**src/rtl/gpio_pin_pkg.sv**
```systemverilog
package gpio_pin_pkg;

    localparam int unsigned ADDR_W = 8;
    localparam int unsigned DATA_W = 32;
    localparam int unsigned N_KIND = 4;

    // word indices (byte offset / 4)
    localparam logic [5:0] W_LEVEL   = 6'h00;
    localparam logic [5:0] W_SENSE   = 6'h01;
    localparam logic [5:0] W_DRV_EN  = 6'h02;
    localparam logic [5:0] W_DRV_VAL = 6'h03;
    localparam logic [5:0] W_KIND_LO = 6'h06;  // first enable word of the kind block
    localparam logic [5:0] W_KIND_HI = 6'h0D;  // last pending word of the kind block
    localparam logic [5:0] W_INVERT  = 6'h10;

    typedef enum logic [1:0] {
        KIND_RISE = 2'd0,
        KIND_FALL = 2'd1,
        KIND_HIGH = 2'd2,
        KIND_LOW  = 2'd3
    } irq_kind_e;

    typedef enum logic [2:0] {
        SEL_NONE,
        SEL_LEVEL,
        SEL_SENSE,
        SEL_DRV_EN,
        SEL_DRV_VAL,
        SEL_INVERT,
        SEL_KIND_EN,
        SEL_KIND_PD
    } reg_sel_e;

    typedef struct packed {
        reg_sel_e  sel;
        irq_kind_e kind;
    } reg_dec_t;

    function automatic reg_dec_t decode_addr(input logic [ADDR_W-1:0] a);
        reg_dec_t   d;
        logic [5:0] w;
        logic [5:0] rel;
        w      = a[ADDR_W-1:2];
        rel    = w - W_KIND_LO;
        d.sel  = SEL_NONE;
        d.kind = irq_kind_e'(rel[2:1]);
        if (a[1:0] == 2'b00) begin
            if (w == W_LEVEL)        d.sel = SEL_LEVEL;
            else if (w == W_SENSE)   d.sel = SEL_SENSE;
            else if (w == W_DRV_EN)  d.sel = SEL_DRV_EN;
            else if (w == W_DRV_VAL) d.sel = SEL_DRV_VAL;
            else if (w == W_INVERT)  d.sel = SEL_INVERT;
            else if (w >= W_KIND_LO && w <= W_KIND_HI)
                d.sel = rel[0] ? SEL_KIND_PD : SEL_KIND_EN;
        end
        return d;
    endfunction

endpackage

```
**src/rtl/gpio_pad_sync.sv**
```systemverilog
module gpio_pad_sync #(
    parameter int unsigned W      = 32,
    parameter int unsigned STAGES = 2
) (
    input  logic         clk,
    input  logic         rst_n,
    input  logic [W-1:0] async_in,
    output logic [W-1:0] sync_out
);
    logic [STAGES-1:0][W-1:0] chain_q;

    genvar s;
    generate
        for (s = 0; s < STAGES; s++) begin : g_stage
            if (s == 0) begin : g_first
                always_ff @(posedge clk) begin
                    if (!rst_n) chain_q[s] <= '0;
                    else        chain_q[s] <= async_in;
                end
            end else begin : g_rest
                always_ff @(posedge clk) begin
                    if (!rst_n) chain_q[s] <= '0;
                    else        chain_q[s] <= chain_q[s-1];
                end
            end
        end
    endgenerate

    assign sync_out = chain_q[STAGES-1];
endmodule

```
**src/rtl/gpio_event_det.sv**
```systemverilog
module gpio_event_det
    import gpio_pin_pkg::*;
#(
    parameter int unsigned NPIN = 32
) (
    input  logic                          clk,
    input  logic                          rst_n,
    input  logic [NPIN-1:0]               level,
    input  logic [NPIN-1:0]               sense_en,
    output logic [N_KIND-1:0][NPIN-1:0]   event_o
);
    logic [NPIN-1:0] prev_q;

    always_ff @(posedge clk) begin
        if (!rst_n) prev_q <= '0;
        else        prev_q <= level;
    end

    always_comb begin
        event_o            = '0;
        event_o[KIND_RISE] = sense_en &  level & ~prev_q;
        event_o[KIND_FALL] = sense_en & ~level &  prev_q;
        event_o[KIND_HIGH] = sense_en &  level;
        event_o[KIND_LOW]  = sense_en & ~level;
    end
endmodule

```
**src/rtl/gpio_irq_bank.sv**
```systemverilog
module gpio_irq_bank
    import gpio_pin_pkg::*;
#(
    parameter int unsigned NPIN = 32
) (
    input  logic                          clk,
    input  logic                          rst_n,
    input  logic [N_KIND-1:0][NPIN-1:0]   event_i,
    input  logic [N_KIND-1:0]             en_wr,
    input  logic [N_KIND-1:0]             pd_wr,
    input  logic [NPIN-1:0]               wdata,
    output logic [N_KIND-1:0][NPIN-1:0]   en_q,
    output logic [N_KIND-1:0][NPIN-1:0]   pend_q,
    output logic [NPIN-1:0]               irq
);
    genvar k;
    generate
        for (k = 0; k < N_KIND; k++) begin : g_kind
            logic [NPIN-1:0] clr_mask;
            assign clr_mask = pd_wr[k] ? wdata : '0;

            always_ff @(posedge clk) begin
                if (!rst_n)        en_q[k] <= '0;
                else if (en_wr[k]) en_q[k] <= wdata;
            end

            // a set in the same cycle as a clear wins
            always_ff @(posedge clk) begin
                if (!rst_n) pend_q[k] <= '0;
                else        pend_q[k] <= (pend_q[k] & ~clr_mask) | event_i[k];
            end
        end
    endgenerate

    always_comb begin
        irq = '0;
        for (int i = 0; i < N_KIND; i++)
            irq = irq | (pend_q[i] & en_q[i]);
    end
endmodule

```
**src/rtl/gpio_pin_ctrl.sv**
```systemverilog
module gpio_pin_ctrl
    import gpio_pin_pkg::*;
#(
    parameter int unsigned NPIN = 32
) (
    input  logic              clk,
    input  logic              rst_n,
    input  logic              bus_rd,
    input  logic              bus_wr,
    input  logic [7:0]        bus_addr,
    input  logic [31:0]       bus_wdata,
    output logic [31:0]       bus_rdata,
    input  logic [NPIN-1:0]   pad_in,
    output logic [NPIN-1:0]   pad_out,
    output logic [NPIN-1:0]   pad_oe,
    output logic [NPIN-1:0]   pin_irq
);
    reg_dec_t                      dec;
    logic [NPIN-1:0]               wdata_p;
    logic [NPIN-1:0]               sense_q, drv_en_q, drv_val_q, invert_q;
    logic [NPIN-1:0]               sync_lvl, lvl_masked;
    logic [N_KIND-1:0][NPIN-1:0]   events;
    logic [N_KIND-1:0][NPIN-1:0]   irq_en, irq_pend;
    logic [N_KIND-1:0]             en_wr, pd_wr;
    logic [DATA_W-1:0]             rd_word;

    assign dec     = decode_addr(bus_addr);
    assign wdata_p = bus_wdata[NPIN-1:0];

    always_comb begin
        en_wr = '0;
        pd_wr = '0;
        for (int k = 0; k < N_KIND; k++) begin
            en_wr[k] = bus_wr && (dec.sel == SEL_KIND_EN) && (dec.kind == irq_kind_e'(k));
            pd_wr[k] = bus_wr && (dec.sel == SEL_KIND_PD) && (dec.kind == irq_kind_e'(k));
        end
    end

    // pad control registers
    always_ff @(posedge clk) begin
        if (!rst_n) begin
            sense_q   <= '0;
            drv_en_q  <= '0;
            drv_val_q <= '0;
            invert_q  <= '0;
        end else if (bus_wr) begin
            unique case (dec.sel)
                SEL_SENSE:   sense_q   <= wdata_p;
                SEL_DRV_EN:  drv_en_q  <= wdata_p;
                SEL_DRV_VAL: drv_val_q <= wdata_p;
                SEL_INVERT:  invert_q  <= wdata_p;
                default: ;
            endcase
        end
    end

    gpio_pad_sync #(.W(NPIN), .STAGES(2)) sync_i (
        .clk      (clk),
        .rst_n    (rst_n),
        .async_in (pad_in),
        .sync_out (sync_lvl)
    );

    gpio_event_det #(.NPIN(NPIN)) det_i (
        .clk      (clk),
        .rst_n    (rst_n),
        .level    (sync_lvl),
        .sense_en (sense_q),
        .event_o  (events)
    );

    gpio_irq_bank #(.NPIN(NPIN)) bank_i (
        .clk     (clk),
        .rst_n   (rst_n),
        .event_i (events),
        .en_wr   (en_wr),
        .pd_wr   (pd_wr),
        .wdata   (wdata_p),
        .en_q    (irq_en),
        .pend_q  (irq_pend),
        .irq     (pin_irq)
    );

    assign lvl_masked = sync_lvl & sense_q;
    assign pad_out    = drv_val_q ^ invert_q;
    assign pad_oe     = drv_en_q;

    always_comb begin
        rd_word = '0;
        unique case (dec.sel)
            SEL_LEVEL:   rd_word = DATA_W'(lvl_masked);
            SEL_SENSE:   rd_word = DATA_W'(sense_q);
            SEL_DRV_EN:  rd_word = DATA_W'(drv_en_q);
            SEL_DRV_VAL: rd_word = DATA_W'(drv_val_q);
            SEL_INVERT:  rd_word = DATA_W'(invert_q);
            SEL_KIND_EN: rd_word = DATA_W'(irq_en[dec.kind]);
            SEL_KIND_PD: rd_word = DATA_W'(irq_pend[dec.kind]);
            SEL_NONE:    rd_word = '0;
            default:     rd_word = '0;
        endcase
        bus_rdata = bus_rd ? rd_word : '0;
    end
endmodule

```
**config.mk**
```make
export PLATFORM = sky130hd
export DESIGN_NAME = gpio_pin_ctrl
export DESIGN_NICKNAME = d
export VERILOG_FILES = /design/src/rtl/gpio_pin_pkg.sv /design/src/rtl/gpio_pad_sync.sv /design/src/rtl/gpio_event_det.sv /design/src/rtl/gpio_irq_bank.sv /design/src/rtl/gpio_pin_ctrl.sv
export SDC_FILE = /design/constraint.sdc
export NUM_CORES = 1
export LEC_CHECK = 0
export BUFFER_PORTS_ARGS = -buffer_cell sky130_fd_sc_hd__buf_2
export CAP_MARGIN = 40
export CORE_MARGIN = 2
export CORE_UTILIZATION = 54
export DETAILED_ROUTE_END_ITERATION = 10
export PLACE_DENSITY = 0.76
export REMOVE_ABC_BUFFERS = 1
export SLEW_MARGIN = 20
export SYNTH_ARGS = -nofsm -noshare
export SYNTH_HDL_FRONTEND = slang
export SYNTH_SLANG_ARGS = --single-unit
```
**constraint.sdc**
```tcl
create_clock -name clk -period 4.3 [get_ports clk]
set_input_delay 0.645 -clock clk [delete_from_list [all_inputs] [get_ports clk]]
set_output_delay 0.645 -clock clk [all_outputs]
set_load 0.005 [all_outputs]
```
==> reports/qor.json, run 1 <==
{
  "critical_path.max_fanout": 26,
  "synth_top_cells_by_area": "sky130_fd_sc_hd__dfxtp_1 (43%), sky130_fd_sc_hd__mux2i_1 (7.2%), sky130_fd_sc_hd__mux4_2 (6.5%)",
  "power-per-cell-area_nw_per_um2": 373,
  "drt_iter0_drc": 1512,
  "cts.path.max_buffers": 3,
  "groute.usage.overall_pct": 30.9,
  "detailroute.wirelength.met2_um": 29400,
  "synth_edf_count": 0,
  "syn_warnings": 0,
  "finish.net_count": 2481,
  "max_cap_violations": 0,
  "critical_path.slowest_cell": "sky130_fd_sc_hd__mux4_2",
  "routedLengthMet1_um": 27900,
  "detail_route.wl_per_cell_um": 22.6,
  "setup_repair_after_global_routing_missed_its_margin": "no",
  "multi_input_area_um2": 11900,
  "wl_um": 67200,
  "layout.filler_cells": 3283,
  "area.growth.synth_to_final_pct": 14.7,
  "die_height_um": 207,
  "tritoncts.num_buffers": 49,
  "holdCritPathClass": "primary input to flip-flop",
  "tns_ns": 0,
  "ys_seq_area_share_pct": 43.3,
  "synthDominantAreaCellType": "sky130_fd_sc_hd__dfxtp_1",
  "worst_pin_slew_ns": 0.980,
  "status": "completed",
  "cts.reportedPaths.clkPinSlew_ns": 0.06,
  "placement.setup.worst_slack_ns": 0.461,
  "synthesized_netlist_cell_count": 2289,
  "rows": 74,
  "seq_area_um2": 9610,
  "cts_num_sinks": 480,
  "power_leakage_nw": 10.5,
  "maxUsedRoutingLayer": "met5",
  "vias": 18329,
  "dieArea_um2": 42700,
  "report.final.slew_viol_count": 0,
  "floorplan.initialDensity_pct": 54.6,
  "yosys_register_bits": 480,
  "tritoncts": "done",
  "dp_hpwl_um": 41800,
  "buffer_count_from_post_cts_setup_fixing": 0,
  "crit_path_start": "bus_addr[3]",
  "fp.coreArea_um2": 40600,
  "fmaxAchievable_mhz": 259,
  "synthMostInstantiatedCell": "sky130_fd_sc_hd__dfxtp_1",
  "synthDominantCellAreaShare_pct": 43.3,
  "worst_case_hold_slack_ns": 0.257,
  "layout_setup_ws_ns": 0.432,
  "syn_area_um2": 22200,
  "timing.critical_path.slowest_cell_delay_ns": 0.53,
  "largest_net_degree_at_the_start_of_global_routing": 186,
  "hold_path_startpoint": "pad_in[11]",
  "path_cells": "buf_4 > inv_1 > ha_4 > buf_12 > mux4_2 > a22o_1 > a22oi_1 > a21oi_1 > buf_2",
  "netlist-cell-type-count": 50,
  "synth_commonest_cells": "sky130_fd_sc_hd__dfxtp_1 (480), sky130_fd_sc_hd__nand2_1 (235), sky130_fd_sc_hd__a21boi_0 (182)",
  "insertion_delay_ns": 0.59,
  "grt_overflow": 0,
  "place.port_buffers": 203,
  "critPathCaptureType": "output port",
  "min_tclk_post_route_ns": 3.87,
  "hold_buffers": 0,
  "drt-pass1-iter-count": 5,
  "max-slew-margin-rel_pct": 34.7,
  "htree_levels": 2,
  "most_common_flop_cell_mapped_by_yosys": "sky130_fd_sc_hd__dfxtp_1",
  "die_outline_width_um": 207,
  "synth_area_per_cell_um2": 9.69,
  "grt_pass1_wl_um": 101000,
  "antenna_found_initial": 2,
  "postSynth.asyncResetShare_pct": 0,
  "final-setup-viol-count": 0,
  "crit_required_ns": 3.65,
  "finalClockSkew_ns": 0.0186,
  "drtAntennaViolNets": 0,
  "setup.worst_path.class": "primary input to output port",
  "worst-endpoint-arrival_ns": 3.22,
  "cts-resized-gates": 0,
  "routabilityCongestion": 0.912,
  "vias_per_cell": 6.17,
  "worst_ir_drop_vdd_uv": 297,
  "final.period_utilization_pct": 90.0,
  "regToRegStartpoint": "sense_q[27]",
  "first_global_vias": 17605,
  "met3_wirelength_um": 7120,
  "drc": 0,
  "cp-start-kind": "primary input",
  "drive_above_1_share_pct": 17.8,
  "clk_tree_root_cell": "sky130_fd_sc_hd__clkbuf_16",
  "boundaryPins": 204,
  "report.final.hold_viol_count": 0
}
## final cells by class
cell class,instances,area share (%)
Antenna cell,1,0.00983
Clock buffer,70,5.65
Clock inverter,16,0.934
Inverter,3,0.0442
Multi-Input combinational cell,1610,46.8
Sequential cell,480,37.8
Tap cell,532,2.62
Timing Repair Buffer,257,6.22
## placed cells by master (no fill, tap or decap), types with 32 or more instances in the layout
master and count:
sky130_fd_sc_hd__nor2b_1 161, sky130_fd_sc_hd__a21oi_1 63, sky130_fd_sc_hd__mux4_2 64, sky130_fd_sc_hd__a22o_1 56, sky130_fd_sc_hd__nand2_1 230, sky130_fd_sc_hd__o21ai_0 164, sky130_fd_sc_hd__a22oi_1 90, sky130_fd_sc_hd__o21a_1 63
sky130_fd_sc_hd__nand3b_1 34, sky130_fd_sc_hd__nand2b_1 65, sky130_fd_sc_hd__xor2_1 33, sky130_fd_sc_hd__buf_4 43, sky130_fd_sc_hd__a21boi_0 182, sky130_fd_sc_hd__and2_1 127, sky130_fd_sc_hd__clkbuf_16 51, sky130_fd_sc_hd__mux2i_1 160
sky130_fd_sc_hd__a2bb2oi_1 32, sky130_fd_sc_hd__buf_2 201, sky130_fd_sc_hd__dfxtp_1 480
## logic make-up (layout without fill, tap and decap cells)
family | Yosys count | in the layout | share of synthesized area, %
AO/OA/AOI/OAI | 687 | 687 | 21.3
XOR/XNOR | 34 | 34 | 1.34
adder cells (fa/ha/maj) | 4 | 4 | 0.226
buffers and inverters | 199 | 346 | 3.55
flip-flops | 480 | 480 | 43.3
multiplexers | 228 | 228 | 13.9
other | 0 | 1 | 0
AND/OR/NAND/NOR | 657 | 657 | 16.4
## power breakdown
part	switching [mW]	internal (mW)
logic	0.310	0.199
registers	0.0231	4.49
clock network	1.79	2.67
total	2.13	7.36
## per-layer routing
metal,vias up,global-route usage [%]
li1,8309,-
met1,8871,41.8
met2,950,47.3
met3,197,7.46
met4,2,13.4
met5,-,0
## state kept, by name (all words and copies together) (netlist names)
| register | count |
|---|---|
| bank_i.en_q | 128 |
| bank_i.pend_q | 128 |
| det_i.prev_q | 32 |
| drv_val_q | 32 |
| invert_q | 32 |
| pad_oe | 32 |
| sense_q | 32 |
| sync_i.chain_q | 32 |
| sync_i.sync_out | 32 |
## worst paths after layout
kind / slack (ns) / cells past startpoint / end
max: 0.43 / 9 / bus_rdata[13]
min: 0.26 / 2 / sync_i.chain_q[11]
max reg2reg: 3.19 / 3 / bank_i.pend_q[27]
min reg2reg: 0.43 / 1 / sync_i.sync_out[4]
## per-stage QoR
stage / cells / instance area (µm²) / power (mW) / util, %
2_1_floorplan: 2093 / 21400 / 4.83 / -
3_3_place_gp: 2880 / 23700 / 5.10 / 58.4
3_5_place_dp: 2882 / 23800 / 5.11 / 58.5
4_1_cts: 2968 / 25500 / 9.52 / 62.6
5_1_grt: 2968 / 25500 / 9.73 / 62.6
6_report: 2969 / 25500 / 9.49 / 62.6
## critical path, delay by kind of cell
kind / cells / cell delay [ns]
AO/OA/AOI/OAI: 3 / 0.61
buffers and inverters: 4 / 0.89
adder cells (fa/ha/maj): 1 / 0.50
multiplexers: 1 / 0.53
(Power assumes the default switching activity.)
==> run 2, diff against run 1 <==
--- a/config.mk
+++ b/config.mk
@@ -8,10 +8,11 @@
 export BUFFER_PORTS_ARGS = -buffer_cell sky130_fd_sc_hd__buf_2
 export CAP_MARGIN = 40
 export CORE_MARGIN = 2
-export CORE_UTILIZATION = 54
+export CORE_UTILIZATION = 45
 export DETAILED_ROUTE_END_ITERATION = 10
-export PLACE_DENSITY = 0.76
+export PLACE_DENSITY = 0.66
 export REMOVE_ABC_BUFFERS = 1
+export SETUP_SLACK_MARGIN = 0.5
 export SLEW_MARGIN = 20
 export SYNTH_ARGS = -nofsm -noshare
 export SYNTH_HDL_FRONTEND = slang
==> run 2 against run 1 <==
- first-iteration DRC count is 1.3% higher
- fmax is 4.2% higher
- core utilization is 9.7 points lower
- setup slack better by 0.16 ns
- critical path depth is 1 lower
- power is 2.7% higher
- global-route usage is 4.3 points lower
- clock skew is 0.0061 ns lower
- critical endpoint is now bus_rdata[1]
==> reports/qor.json, run 2 (synthesized netlist as in run 1, its figures left out) <==
{
  "status": "completed",
  "power_leakage_nw": 10.6,
  "hold_buffers": 0,
  "tritoncts.num_buffers": 52,
  "cts.path.max_buffers": 3,
  "finalClockSkew_ns": 0.0126,
  "groute.usage.overall_pct": 26.6,
  "met3_routing_resource_usage_after_global_routing_pct": 4.70,
  "drive_above_1_share_pct": 18.5,
  "setup_repair_after_global_routing_missed_its_margin": "no",
  "regs_by_ff_count": "bank_i.en_q: 128 flops, bank_i.pend_q: 128 flops",
  "cp_top_family": "simple AND/OR/NAND/NOR gates",
  "fmaxAchievable_mhz": 269,
  "largest_net_degree_at_the_start_of_global_routing": 157,
  "most_frequent_cells_in_the_layout": "sky130_fd_sc_hd__dfxtp_1 (480), sky130_fd_sc_hd__nand2_1 (230), sky130_fd_sc_hd__buf_2 (201), sky130_fd_sc_hd__a21boi_0 (182), sky130_fd_sc_hd__o21ai_0 (164)",
  "fp.coreArea_um2": 48800,
  "regToRegStartpoint": "sense_q[27]",
  "power-per-cell-area_nw_per_um2": 377,
  "report.final.hold_viol_count": 0,
  "vias_per_cell": 5.79,
  "dp_hpwl_um": 43400,
  "die_height_um": 226,
  "min_tclk_post_route_ns": 3.71,
  "drt-pass1-iter-count": 5,
  "layout_setup_ws_ns": 0.589,
  "detail_route.wl_per_cell_um": 22.1,
  "drtAntennaViolNets": 0,
  "first_global_vias": 17314,
  "final-setup-viol-count": 0,
  "dieArea_um2": 51100,
  "place.port_buffers": 203,
  "worst-path-stages": 8,
  "floorplan.initialDensity_pct": 45.4,
  "grt_overflow": 0,
  "crit_path_start": "bus_addr[7]",
  "layout.cells.most_common": "sky130_fd_sc_hd__dfxtp_1",
  "cts_num_sinks": 480,
  "final.period_utilization_pct": 86.3,
  "htree_levels": 2,
  "antenna_found_initial": 3,
  "max-slew-margin-rel_pct": 49.0,
  "final_area_um2": 25900,
  "grt_pass1_wl_um": 104000,
  "setup.worst_path.class": "primary input to output port",
  "boundaryPins": 204,
  "timing.critical_path.slowest_cell_delay_ns": 0.59,
  "drt_iter0_drc": 1531,
  "worst_ir_drop_vdd_uv": 273,
  "worst_pin_slew_ns": 0.764,
  "wl_um": 69000,
  "crit_required_ns": 3.65,
  "place_area_um2": 23900,
  "buf_inv_stages_crit_path": 3,
  "critPathCaptureType": "output port",
  "cts.reportedPaths.clkPinSlew_ns": 0.06,
  "groute.layer.met2.usage_pct": 40.4,
  "routabilityCongestion": 0.843,
  "insertion_delay_ns": 0.61,
  "area.growth.synth_to_final_pct": 16.6,
  "critical_path.max_fanout": 14,
  "report.final.slew_viol_count": 0,
  "vias": 18068,
  "worst-endpoint-arrival_ns": 3.07,
  "finish.net_count": 2488,
  "path_cells": "buf_2 > or4b_1 > or3_1 > a22oi_2 > buf_4 > a2bb2oi_1 > a21oi_1 > buf_2",
  "met1_resource_use_gr_pct": 37.7,
  "reg2reg_slack_ns": 3.24,
  "grt_most_used_layer": "met2",
  "critical_path.slowest_cell": "sky130_fd_sc_hd__or4b_1",
  "tritoncts": "done",
  "die_outline_width_um": 226,
  "placement.setup.worst_slack_ns": 0.526,
  "drc": 0,
  "max_cap_violations": 0,
  "clk_tree_root_cell": "sky130_fd_sc_hd__clkbuf_16",
  "cp-start-kind": "primary input",
  "critPathMostFrequentCell": "sky130_fd_sc_hd__buf_2",
  "rr_worst_depth": 3,
  "rows": 81,
  "crit_end": "bus_rdata[1]",
  "holdCritPathClass": "primary input to flip-flop",
  "critical_path.reg2reg.endpoint": "bank_i.pend_q[27]"
}
==> run 2: cell types whose count changed in the layout (fill, tap and decap cells not counted), sizes merged <==
cell | previous run | this run
buf | 257 | 261
inv | 4 | 5
clkinv | 9 | 19
clkbuf | 70 | 71
diode | 1 | 2
==> run 2: cell type report <==
| cell class | instances | area, µm² |
|---|---|---|
| multi-input combinational | 1610 | 11900 |
| clock buffer | 71 | 1510 |
| inverter | 3 | 11.3 |
| clock inverter | 27 | 304 |
| timing repair buffer | 261 | 1670 |
| fill | 4448 | 23000 |
| tap | 664 | 831 |
| sequential | 480 | 9610 |
| antenna | 2 | 5.00 |
==> run 2: metrics by stage <==
step	TNS, ns	hold slack [ns]	power, mW	std cells	utilization (%)
after floorplan	-38.75	0.412	4.83	2093	-
after global placement	0	0.417	5.10	3011	49.0
after detailed placement	0	0.419	5.11	3012	49.0
after CTS	0	0.210	9.81	3110	52.7
after global routing	0	0.233	10.0	3118	52.9
final	0	0.242	9.75	3118	52.9
==> run 2: repair_timing <==
| action | CTS | global route |
|---|---|---|
| buffers inserted | 0 | 4 |
| resized for setup | 0 | 2 |
| endpoints found under the setup margin | 0 | 20 |
==> run 2: layer usage <==
metal  vias up  share of wire (%)
met4         2                3.1
met3       150                8.1
met2       724                 44
met1      8850                 45
met5         -              0.023
li1       8342                  -
==> run 2: worst min path at each step <==
stage	startpoint	end	slack, ns	cells after the start
after global routing	pad_in[19]	sync_i.chain_q[19]	0.23	2
after global placement	sync_i.chain_q[13]	sync_i.sync_out[13]	0.42	1
after floorplan	sync_i.chain_q[0]	sync_i.sync_out[0]	0.41	1
after CTS	pad_in[12]	sync_i.chain_q[12]	0.21	2
final	pad_in[2]	sync_i.chain_q[2]	0.24	2
after detailed placement	sync_i.chain_q[20]	sync_i.sync_out[20]	0.42	1
==> run 2: power by group <==
part	internal, mW	leakage (nW)	switching [mW]
clock	2.83	0.915	1.89
sequential	4.49	3.88	0.0232
combinational	0.205	5.79	0.311
